`src/rtl/rtc_pkg.sv`:
```
package rtc_pkg;

  localparam int REG_CTRL = 0;
  localparam int REG_SEC  = 1;
  localparam int REG_MIN  = 2;
  localparam int REG_HOUR = 3;
  localparam int REG_DOW  = 4;
  localparam int REG_DATE = 5;
  localparam int REG_MON  = 6;
  localparam int REG_YEAR = 7;

  // Field order makes byte k of the packed value equal register offset k.
  typedef struct packed {
    logic [7:0] year;
    logic [7:0] mon;
    logic [7:0] date;
    logic [7:0] dow;
    logic [7:0] hour;
    logic [7:0] min;
    logic [7:0] sec;
  } rtc_time_t;

  localparam rtc_time_t RTC_RESET_TIME = '{year: 8'h00, mon: 8'h01, date: 8'h01,
                                           dow: 8'h01, hour: 8'h00, min: 8'h00,
                                           sec: 8'h00};

  function automatic logic [7:0] field_mask(input int idx);
    case (idx)
      REG_SEC, REG_MIN:   return 8'h7F;
      REG_HOUR, REG_DATE: return 8'h3F;
      REG_DOW:            return 8'h07;
      REG_MON:            return 8'h1F;
      default:            return 8'hFF;
    endcase
  endfunction

  function automatic logic [7:0] bcd_inc(input logic [7:0] v);
    if (v[3:0] >= 4'd9) return {v[7:4] + 4'd1, 4'd0};
    return v + 8'd1;
  endfunction

  function automatic int bcd_value(input logic [7:0] v);
    return int'(v[7:4]) * 10 + int'(v[3:0]);
  endfunction

  function automatic logic leap_year(input logic [7:0] y);
    return (bcd_value(y) % 4) == 0;
  endfunction

  function automatic logic [7:0] month_last(input logic [7:0] m, input logic [7:0] y);
    case (m)
      8'h02:                      return leap_year(y) ? 8'h29 : 8'h28;
      8'h04, 8'h06, 8'h09, 8'h11: return 8'h30;
      default:                    return 8'h31;
    endcase
  endfunction

  function automatic rtc_time_t advance(input rtc_time_t t);
    rtc_time_t n;
    n = t;
    if (t.sec != 8'h59) begin
      n.sec = bcd_inc(t.sec);
    end else begin
      n.sec = 8'h00;
      if (t.min != 8'h59) begin
        n.min = bcd_inc(t.min);
      end else begin
        n.min = 8'h00;
        if (t.hour != 8'h23) begin
          n.hour = bcd_inc(t.hour);
        end else begin
          n.hour = 8'h00;
          n.dow  = (t.dow >= 8'h07) ? 8'h01 : t.dow + 8'h01;
          if (t.date < month_last(t.mon, t.year)) begin
            n.date = bcd_inc(t.date);
          end else begin
            n.date = 8'h01;
            if (t.mon < 8'h12) begin
              n.mon = bcd_inc(t.mon);
            end else begin
              n.mon  = 8'h01;
              n.year = (t.year == 8'h99) ? 8'h00 : bcd_inc(t.year);
            end
          end
        end
      end
    end
    return n;
  endfunction

endpackage

```
`src/rtl/rtc_prescaler.sv`:
```
module rtc_prescaler #(
  parameter int PRESC_W = 15
) (
  input  logic clk,
  input  logic rst_n,
  input  logic tick_en,
  input  logic halt,
  input  logic restart,
  output logic sec_tick,
  output logic wave512
);
  localparam int TEST_BIT = PRESC_W - 10;

  logic [PRESC_W-1:0] cnt_q;

  always_ff @(posedge clk) begin
    if (!rst_n)              cnt_q <= '0;
    else if (halt || restart) cnt_q <= '0;
    else if (tick_en)        cnt_q <= cnt_q + 1'b1;
  end

  // Raw event; the counter stage decides priority against a load.
  assign sec_tick = tick_en && !halt && (&cnt_q);
  assign wave512  = cnt_q[TEST_BIT];
endmodule

```
`src/rtl/rtc_time_counter.sv`:
```
module rtc_time_counter
  import rtc_pkg::*;
(
  input  logic      clk,
  input  logic      rst_n,
  input  logic      sec_tick,
  input  logic      load,
  input  rtc_time_t load_val,
  output rtc_time_t now
);
  always_ff @(posedge clk) begin
    if (!rst_n)        now <= RTC_RESET_TIME;
    else if (load)     now <= load_val;
    else if (sec_tick) now <= advance(now);
  end
endmodule

```
`src/rtl/rtc_user_bank.sv`:
```
module rtc_user_bank
  import rtc_pkg::*;
(
  input  logic       clk,
  input  logic       rst_n,
  input  logic       bus_wr,
  input  logic [2:0] sel,
  input  logic [7:0] wdata,
  input  rtc_time_t  live,
  input  logic       wave512,
  output rtc_time_t  shadow,
  output logic       ctrl_wr,
  output logic       ctrl_rd,
  output logic       osc_stop,
  output logic       ft_en,
  output logic       load_pulse,
  output logic [7:0] rdata
);
  localparam int NREG = 7;
  localparam logic [NREG:1][7:0] RESET_A = RTC_RESET_TIME;

  logic [NREG:1][7:0] live_a;
  logic [7:0]         shadow_u [1:NREG];
  logic               copy_en;
  logic               ctrl_hit;

  assign live_a     = live;
  assign copy_en    = !ctrl_wr && !ctrl_rd;
  assign ctrl_hit   = bus_wr && (sel == 3'(REG_CTRL));
  assign load_pulse = ctrl_hit && ctrl_wr && !wdata[7];

  generate
    for (genvar i = 1; i <= NREG; i++) begin : g_reg
      logic hit;
      assign hit = bus_wr && ctrl_wr && (sel == 3'(i));
      always_ff @(posedge clk) begin
        if (!rst_n)       shadow_u[i] <= RESET_A[i];
        else if (copy_en) shadow_u[i] <= live_a[i];
        else if (hit)     shadow_u[i] <= wdata & field_mask(i);
      end
    end
  endgenerate

  assign shadow = {shadow_u[7], shadow_u[6], shadow_u[5], shadow_u[4],
                   shadow_u[3], shadow_u[2], shadow_u[1]};

  always_ff @(posedge clk) begin
    if (!rst_n) begin
      ctrl_wr  <= 1'b0;
      ctrl_rd  <= 1'b0;
      osc_stop <= 1'b0;
      ft_en    <= 1'b0;
    end else begin
      if (ctrl_hit) begin
        ctrl_wr <= wdata[7];
        ctrl_rd <= wdata[6];
      end
      if (bus_wr && sel == 3'(REG_SEC)) osc_stop <= wdata[7];
      if (bus_wr && sel == 3'(REG_DOW)) ft_en    <= wdata[6];
    end
  end

  always_comb begin
    case (int'(sel))
      REG_CTRL: rdata = {ctrl_wr, ctrl_rd, 6'b0};
      REG_SEC:  rdata = {osc_stop, shadow.sec[6:1],
                         (ft_en && !osc_stop) ? wave512 : shadow.sec[0]};
      REG_MIN:  rdata = shadow.min;
      REG_HOUR: rdata = shadow.hour;
      REG_DOW:  rdata = {1'b0, ft_en, 3'b0, shadow.dow[2:0]};
      REG_DATE: rdata = shadow.date;
      REG_MON:  rdata = shadow.mon;
      default:  rdata = shadow.year;
    endcase
  end
endmodule

```
`src/rtl/rtc_shadow_clock.sv`:
```
module rtc_shadow_clock
  import rtc_pkg::*;
#(
  parameter int ADDR_W  = 11,
  parameter int PRESC_W = 15
) (
  input  logic              clk,
  input  logic              rst_n,
  input  logic              tick32k_en,
  input  logic [ADDR_W-1:0] addr,
  input  logic [7:0]        dq_in,
  output logic [7:0]        dq_out,
  input  logic              ce_n,
  input  logic              oe_n,
  input  logic              we_n
);
  localparam int SEL_W = 3;

  logic       in_window, bus_wr, bus_rd;
  logic [SEL_W-1:0] sel;
  logic       sec_tick, wave512, load_pulse;
  logic       ctrl_wr, ctrl_rd, osc_stop, ft_en;
  logic [7:0] rdata;
  rtc_time_t  live_time, shadow_time;

  assign in_window = &addr[ADDR_W-1:SEL_W];
  assign sel       = addr[SEL_W-1:0];
  assign bus_wr    = in_window && !ce_n && !we_n;
  assign bus_rd    = in_window && !ce_n && !oe_n && we_n;
  assign dq_out    = bus_rd ? rdata : 8'h00;

  rtc_prescaler #(.PRESC_W(PRESC_W)) u_presc (
    .clk(clk), .rst_n(rst_n), .tick_en(tick32k_en), .halt(osc_stop),
    .restart(load_pulse), .sec_tick(sec_tick), .wave512(wave512)
  );

  rtc_time_counter u_count (
    .clk(clk), .rst_n(rst_n), .sec_tick(sec_tick), .load(load_pulse),
    .load_val(shadow_time), .now(live_time)
  );

  rtc_user_bank u_bank (
    .clk(clk), .rst_n(rst_n), .bus_wr(bus_wr), .sel(sel), .wdata(dq_in),
    .live(live_time), .wave512(wave512), .shadow(shadow_time),
    .ctrl_wr(ctrl_wr), .ctrl_rd(ctrl_rd), .osc_stop(osc_stop), .ft_en(ft_en),
    .load_pulse(load_pulse), .rdata(rdata)
  );
endmodule

```
`config.mk`:
```
export PLATFORM = sky130hd
export DESIGN_NAME = rtc_shadow_clock
export DESIGN_NICKNAME = d
export VERILOG_FILES = /design/src/rtl/rtc_pkg.sv /design/src/rtl/rtc_prescaler.sv /design/src/rtl/rtc_time_counter.sv /design/src/rtl/rtc_user_bank.sv /design/src/rtl/rtc_shadow_clock.sv
export SDC_FILE = /design/constraint.sdc
export NUM_CORES = 1
export LEC_CHECK = 0
export BUFFER_PORTS_ARGS = -buffer_cell sky130_fd_sc_hd__buf_4
export CAP_MARGIN = 5
export CORE_UTILIZATION = 60
export DETAILED_ROUTE_END_ITERATION = 10
export GPL_TIMING_DRIVEN = 0
export PLACE_DENSITY = 0.8
export SETUP_SLACK_MARGIN = 0.05
export SYNTH_ARGS = -nofsm -noshare
export SYNTH_HDL_FRONTEND = slang
export SYNTH_SLANG_ARGS = --single-unit
```
`constraint.sdc`:
```
create_clock -name clk -period 7.3 [get_ports clk]
set_input_delay 1.46 -clock clk [delete_from_list [all_inputs] [get_ports clk]]
set_output_delay 1.46 -clock clk [all_outputs]
set_load 0.005 [all_outputs]
```
==> Yosys cells after proc, flatten, opt, wreduce, memory -nomap -nowiden <==
Memory sizes are Yosys's and may differ from the RTL's.
Index checks and enable logic that the tools add are counted.
{ "word_totals": {"ramBits": 56, "memories": 1, "out_inout_bits": 8, "regBits": 75, "elab_cells": 244} }
{ "op_classes": {"n_reduce_logical": 42, "bitwise_logic": 16, "muxes": 127, "order_cmp": 9, "eq_ne": 21, "n_mul": 1, "add_sub_neg": 15} }
{ "memory_table": {"columns": ["name", "depth", "width", "read_ports", "rd_clocked_by_memory_dff", "wr", "line_no", "rtl"], "rows": [
  ["u_bank.shadow_u", 7, 8, 7, 0, 7, "rtc_user_bank.sv:23", "logic [7:0] shadow_u [1:NREG];"]
]} }
{ "op_table": {"columns": ["operator", "count"], "rows": [
  ["8-bit 2-to-1 mux", 41],
  ["56-bit 2-to-1 mux", 2],
  ["1-bit 2-to-1 mux", 78],
  ["8-bit by 1-bit adder with 8-bit output (second input constant)", 7],
  ["8-bit case mux with 7 select lines", 1],
  ["48-bit 2-to-1 mux", 1],
  ["40-bit 2-to-1 mux", 1],
  ["32-bit by 5-bit adder with 32-bit output", 1],
  ["32-bit logical NOT", 1],
  ["32-bit 2-to-1 mux", 1],
  ["4-bit by 1-bit adder with 4-bit output (second input constant)", 6],
  ["4-bit greater-or-equal comparator (second input constant)", 6],
  ["1-bit logical AND", 21],
  ["8-bit by 3-bit == test with 1-bit output (second input constant)", 2],
  ["16-bit 2-to-1 mux", 1],
  ["8-bit by 7-bit inequality test with 1-bit output (second input constant)", 2],
  ["8-bit case mux with 2 select lines", 1],
  ["15-bit by 1-bit adder with 15-bit output (second input constant)", 1],
  ["15-bit AND reduction", 1],
  ["1-bit OR", 14],
  ["3-bit == test (second input constant)", 4],
  ["2-bit inequality test (second input constant)", 5],
  ["8-bit by 2-bit == test with 1-bit output (second input constant)", 1],
  ["8-bit by 4-bit == test with 1-bit output (second input constant)", 1],
  ["23 further kinds", 31]
]} }

==> Longest topological paths before layout <==
{ "logic_depth": {"depth_word": 30, "ltp_mapped": 12, "ltp_nobuf": 11} }

==> Cells and area by module <==
From an unflattened synthesis, not the netlist that was laid out.
{ "unflattened": {"hier_cells": 801, "hier_area_um2": 7842.5} }
{ "modules_own_cells": {"columns": ["mod", "seq_area_each_um2", "cells_each", "n_inst", "area_each_um2"], "rows": [
  ["rtc_time_counter", 1121.1, 471, 1, 3925.0],
  ["rtc_user_bank", 1761.7, 228, 1, 3034.2],
  ["rtc_prescaler", 300.3, 81, 1, 729.4],
  ["rtc_shadow_clock", 0.0, 21, 1, 153.9]
]} }

==> Worst setup path before layout <==
OpenSTA, ideal clock, no wires.
{ "synth_path": {"kind": "input to output", "from": "in ce_n", "to": "out dq_out[1]", "cell_stages": 5, "n_path_buf": 1, "arrival_ns": 3.033, "setup_slack_ns": 2.807, "cell_sequence": "nand2b_1 > or3_1 > or3b_2 > clkbuf_1 > a2111oi_0"} }
{ "synth_between": {"elab_chain_cells": 5} }
{ "synth_lines": {"columns": ["element", "line_no", "rtl"], "rows": [
  ["start: declaration", "rtc_shadow_clock.sv:13", "input logic ce_n,"],
  ["1-bit logical NOT", "rtc_shadow_clock.sv:29", "assign bus_rd = in_window && !ce_n && !oe_n && we_n;"],
  ["1-bit logical AND (3 in series)", "rtc_shadow_clock.sv:29", null],
  ["8-bit 2-to-1 mux", "rtc_shadow_clock.sv:30", "assign dq_out = bus_rd ? rdata : 8'h00;"],
  ["end: declaration", "rtc_shadow_clock.sv:12", "output logic [7:0] dq_out,"]
]} }
Every way passes these cells.

==> Final worst setup path <==
{ "layout_path": {"from": "in ce_n", "to": "out dq_out[7]"} }
The elaborated chain is that of the path after synthesis.

==> metrics.yaml <==
grt_pass1_vias: 6875
intPower_uw: 1360
critPathMaxStageDelay_ns: 0.85
final_hold_viol_count: 0
yosys.cell_count.top_type: "sky130_fd_sc_hd__nor2_1"
worst_setup_hold_path_clk_slew_ns: 0.06
die_area_um2: 13000
vdd_ir_drop_max_uv: 156
critical_path_buf_inv_count: 3
clock-skew-final_ns: 0.00897
power.share.switching_pct: 21.5
worst-setup-path-type: "in -> out"
dp_slack_ns: 2.07
starting_density_pct: 62.0
netlist.top_cell.by_area: "sky130_fd_sc_hd__edfxtp_1"
timing_worst_slew_pin_value_ns: 1.17
synth_top_cells_by_count: "sky130_fd_sc_hd__nor2_1 (81), sky130_fd_sc_hd__dfxtp_1 (75), sky130_fd_sc_hd__nand2_1 (67), sky130_fd_sc_hd__o21ai_0 (64), sky130_fd_sc_hd__edfxtp_1 (56)"
synth_top_area_share_pct: 22.4
ys.flop_type: "sky130_fd_sc_hd__dfxtp_1"
clock_insertion_delay_worst_skew_ns: 0.44
post_synth_inst_count: 822
synth_cell_type_count: 71
fp.dieH_um: 114
regToRegSetupSlack_ns: 3.64
setup-violations-final: 0
h_tree_lvls: 4
fin_setup_tns_ns: 0
cts_post_setup_buffers_inserted: 0
detail_route.drc_violations: 0
cell_depth_of_the_worst_hold_path: 2
min_delay_worst_endpoint: "u_count.now[30]"
cpMostUsedCell: "sky130_fd_sc_hd__buf_4"
hold_class: "reg -> reg"
routed_via_density: 6.86
min_period_ns: 5.40
gp_routability_congestion: 0.996
synth-seq-area-share_pct: 42.4
p_switching_uw: 373
asyncSetResetFlopFracSynth_pct: 0
worst_ep_arrival_time_ns: 3.94
tritoncts_buffer_count: 17
finalMaxSlewViolations: 0
core-area_um2: 12100
detailedRoute.firstIterationViolations: 921
synthesis.area_um2: 7510
detailed_routing_iteration_count_for_the_pre_antenna_repair_pass: 8
dieWidth_um: 114
cp-start-kind: "input pin"
setup.worst_path.end_class: "output port"
cts-root-buf: "sky130_fd_sc_hd__clkbuf_16"
tritoncts_num_sinks: 131
clock_power_share_pct: 51.9
detailroute.via_count: 7229
fmax_mhz: 185
cts_tree: "done"
total_grt_usage_pct: 41.1
insertedDiodeCount: 0
routed_length_per_instance_um: 24.2
design.portCount: 33
power_frac_seq_pct: 44.0
static_leakage_power_uw: 0.00329
cap_viol_max_count: 0
comb_power_share_pct: 4.1
outcome: "finished, final reports clean"
grt_antenna_before_repair: 0
num_rows: 40
cp_top_family: "simple AND/OR/NAND/NOR gates"
synth_nets: 883
power.density_cell_area_nw_per_um2: 202
synth_edf_count: 56
num-fill-cells: 955
timing.critical_path.required_ns: 5.84
area_growth_pct: 14.1
global_route_wire_length_before_repair_mm: 39.0
final_layout_size_suffix_gt1_share_pct: 11.9
grt_start_max_net_pins: 17
fin_nets: 934
cpMaxStageDelayCell: "sky130_fd_sc_hd__a2111oi_0"
synth-warning-count: 0
gr-total-overflow: 0
synth.area.top_cells: "sky130_fd_sc_hd__edfxtp_1 (22%), sky130_fd_sc_hd__dfxtp_1 (20%), sky130_fd_sc_hd__ha_1 (6.0%)"
cts_hold_buf: 0
rsz0062_at_grt: "no"
timing.rr.end: "u_count.now[35]"
postSynthAreaPerCell_um2: 9.13
timing.final.ws_setup_ns: 1.90
cts_buffer_depth: 2
io_buffer_count: 32
detail_route.wirelength_mm: 25.5
antenna_violating_nets_post_route: 0
fin_crit_sh_pct: 74.0
worstRegToRegCells: 12
dp_hpwl_mm: 18.3
cts_resized: 0
cp_cell_sequence: "buf_4 -> nand2b_1 -> or3_1 -> or3b_2 -> clkbuf_1 -> a2111oi_0 -> buf_4"
relative_slew_margins_pct: 21.0
ys_seq_elements: 131
worstPathMaxFanout: 8
min_from: "u_bank.shadow_u[0][38]"
beginning_of_the_worst_register_to_register_path: "u_count.now[42]"
## worst min-delay path, stage by stage (launching register included)
cell                       delay (ns)
sky130_fd_sc_hd__edfxtp_1        0.33
sky130_fd_sc_hd__a22oi_1         0.06
sky130_fd_sc_hd__nor2_1          0.08
## layout make-up
cell class,count,area (um2),share of cell area [%]
multi-input cells,619,4020,46.9
flip-flops and latches,131,3180,37.1
clock buffers,22,454,5.30
repair buffers,32,240,2.80
well taps,168,210,2.45
plain buffers,44,204,2.38
clock inverters,10,158,1.84
inverters,28,105,1.23
## per-layer routing
layer | GRT usage [%] | vias up | wire length, um
met5 | 0 | - | 0
met4 | 22.7 | 0 | 1380
met3 | 8.87 | 114 | 2940
met2 | 64.4 | 543 | 11600
met1 | 53.0 | 3379 | 9590
li1 | - | 3193 | -
## placed cells by master (no fill, tap or decap), drive strengths merged, types with 5 or more instances in the layout
master / count
a2111oi: 7
a211oi: 16
a21oi: 37
a22o: 24
a22oi: 7
a311oi: 5
a31oi: 7
and2: 6
and3: 23
buf: 50
clkbuf: 48
clkinv: 6
dfxtp: 75
edfxtp: 56
ha: 36
inv: 26
mux2: 10
mux2i: 8
nand2: 67
nand2b: 14
nand3: 31
nand4: 15
nor2: 81
nor2b: 6
nor3: 35
nor3b: 5
nor4: 11
o21ai: 66
o22ai: 5
o31ai: 11
or4: 6
xnor2: 9
xor2: 10
## power by group through the flow
stage	clock, uW	combinational, uW	sequential, uW
2_1_floorplan	0	31.3	777
3_3_place_gp	0	66.5	778
3_5_place_dp	0	67.3	778
4_1_cts	896	67.6	762
5_1_grt	930	73.5	762
6_report	899	70.6	762
## how the worst max path moves through the flow
stage / start / end / slack, ns / cells after the start
after floorplan: ce_n / dq_out[1] / 2.81 / 5
after global placement: ce_n / dq_out[1] / 2.06 / 7
after detailed placement: ce_n / dq_out[2] / 2.07 / 7
after CTS: ce_n / dq_out[2] / 2.04 / 7
after global routing: ce_n / dq_out[2] / 1.89 / 7
final: ce_n / dq_out[7] / 1.90 / 7
## kinds of logic after synthesis
kind of cell	Yosys count	synth area share, %
flops	131	42.4
simple gates	327	22.3
mux	20	3.17
compound gates	217	19.8
buf+inv	72	4.12
xor+xnor	19	2.22
fa+ha+maj	36	6.00
## per-stage QoR
stage / power [uW] / instance area, um2 / hold slack (ns) / util [%] / std cells
final: 1730 / 8570 / 0.498 / 70.8 / 1054
after global routing: 1770 / 8570 / 0.543 / 70.8 / 1054
after CTS: 1730 / 8570 / 0.499 / 70.8 / 1054
after detailed placement: 845 / 7960 / 0.487 / 65.7 / 1022
after global placement: 844 / 7960 / 0.470 / 65.7 / 1022
after floorplan: 808 / 7510 / 0.452 / - / 822
## sequential cells by signal, summed over array words and instances, names as in the netlist
name / cells
u_bank.ctrl_wr: 1
u_bank.osc_stop: 1
u_bank.shadow_u: 56
u_bank.ft_en: 1
u_count.now: 56
u_bank.ctrl_rd: 1
u_presc.cnt_q: 15
(Power assumes the default switching activity.)
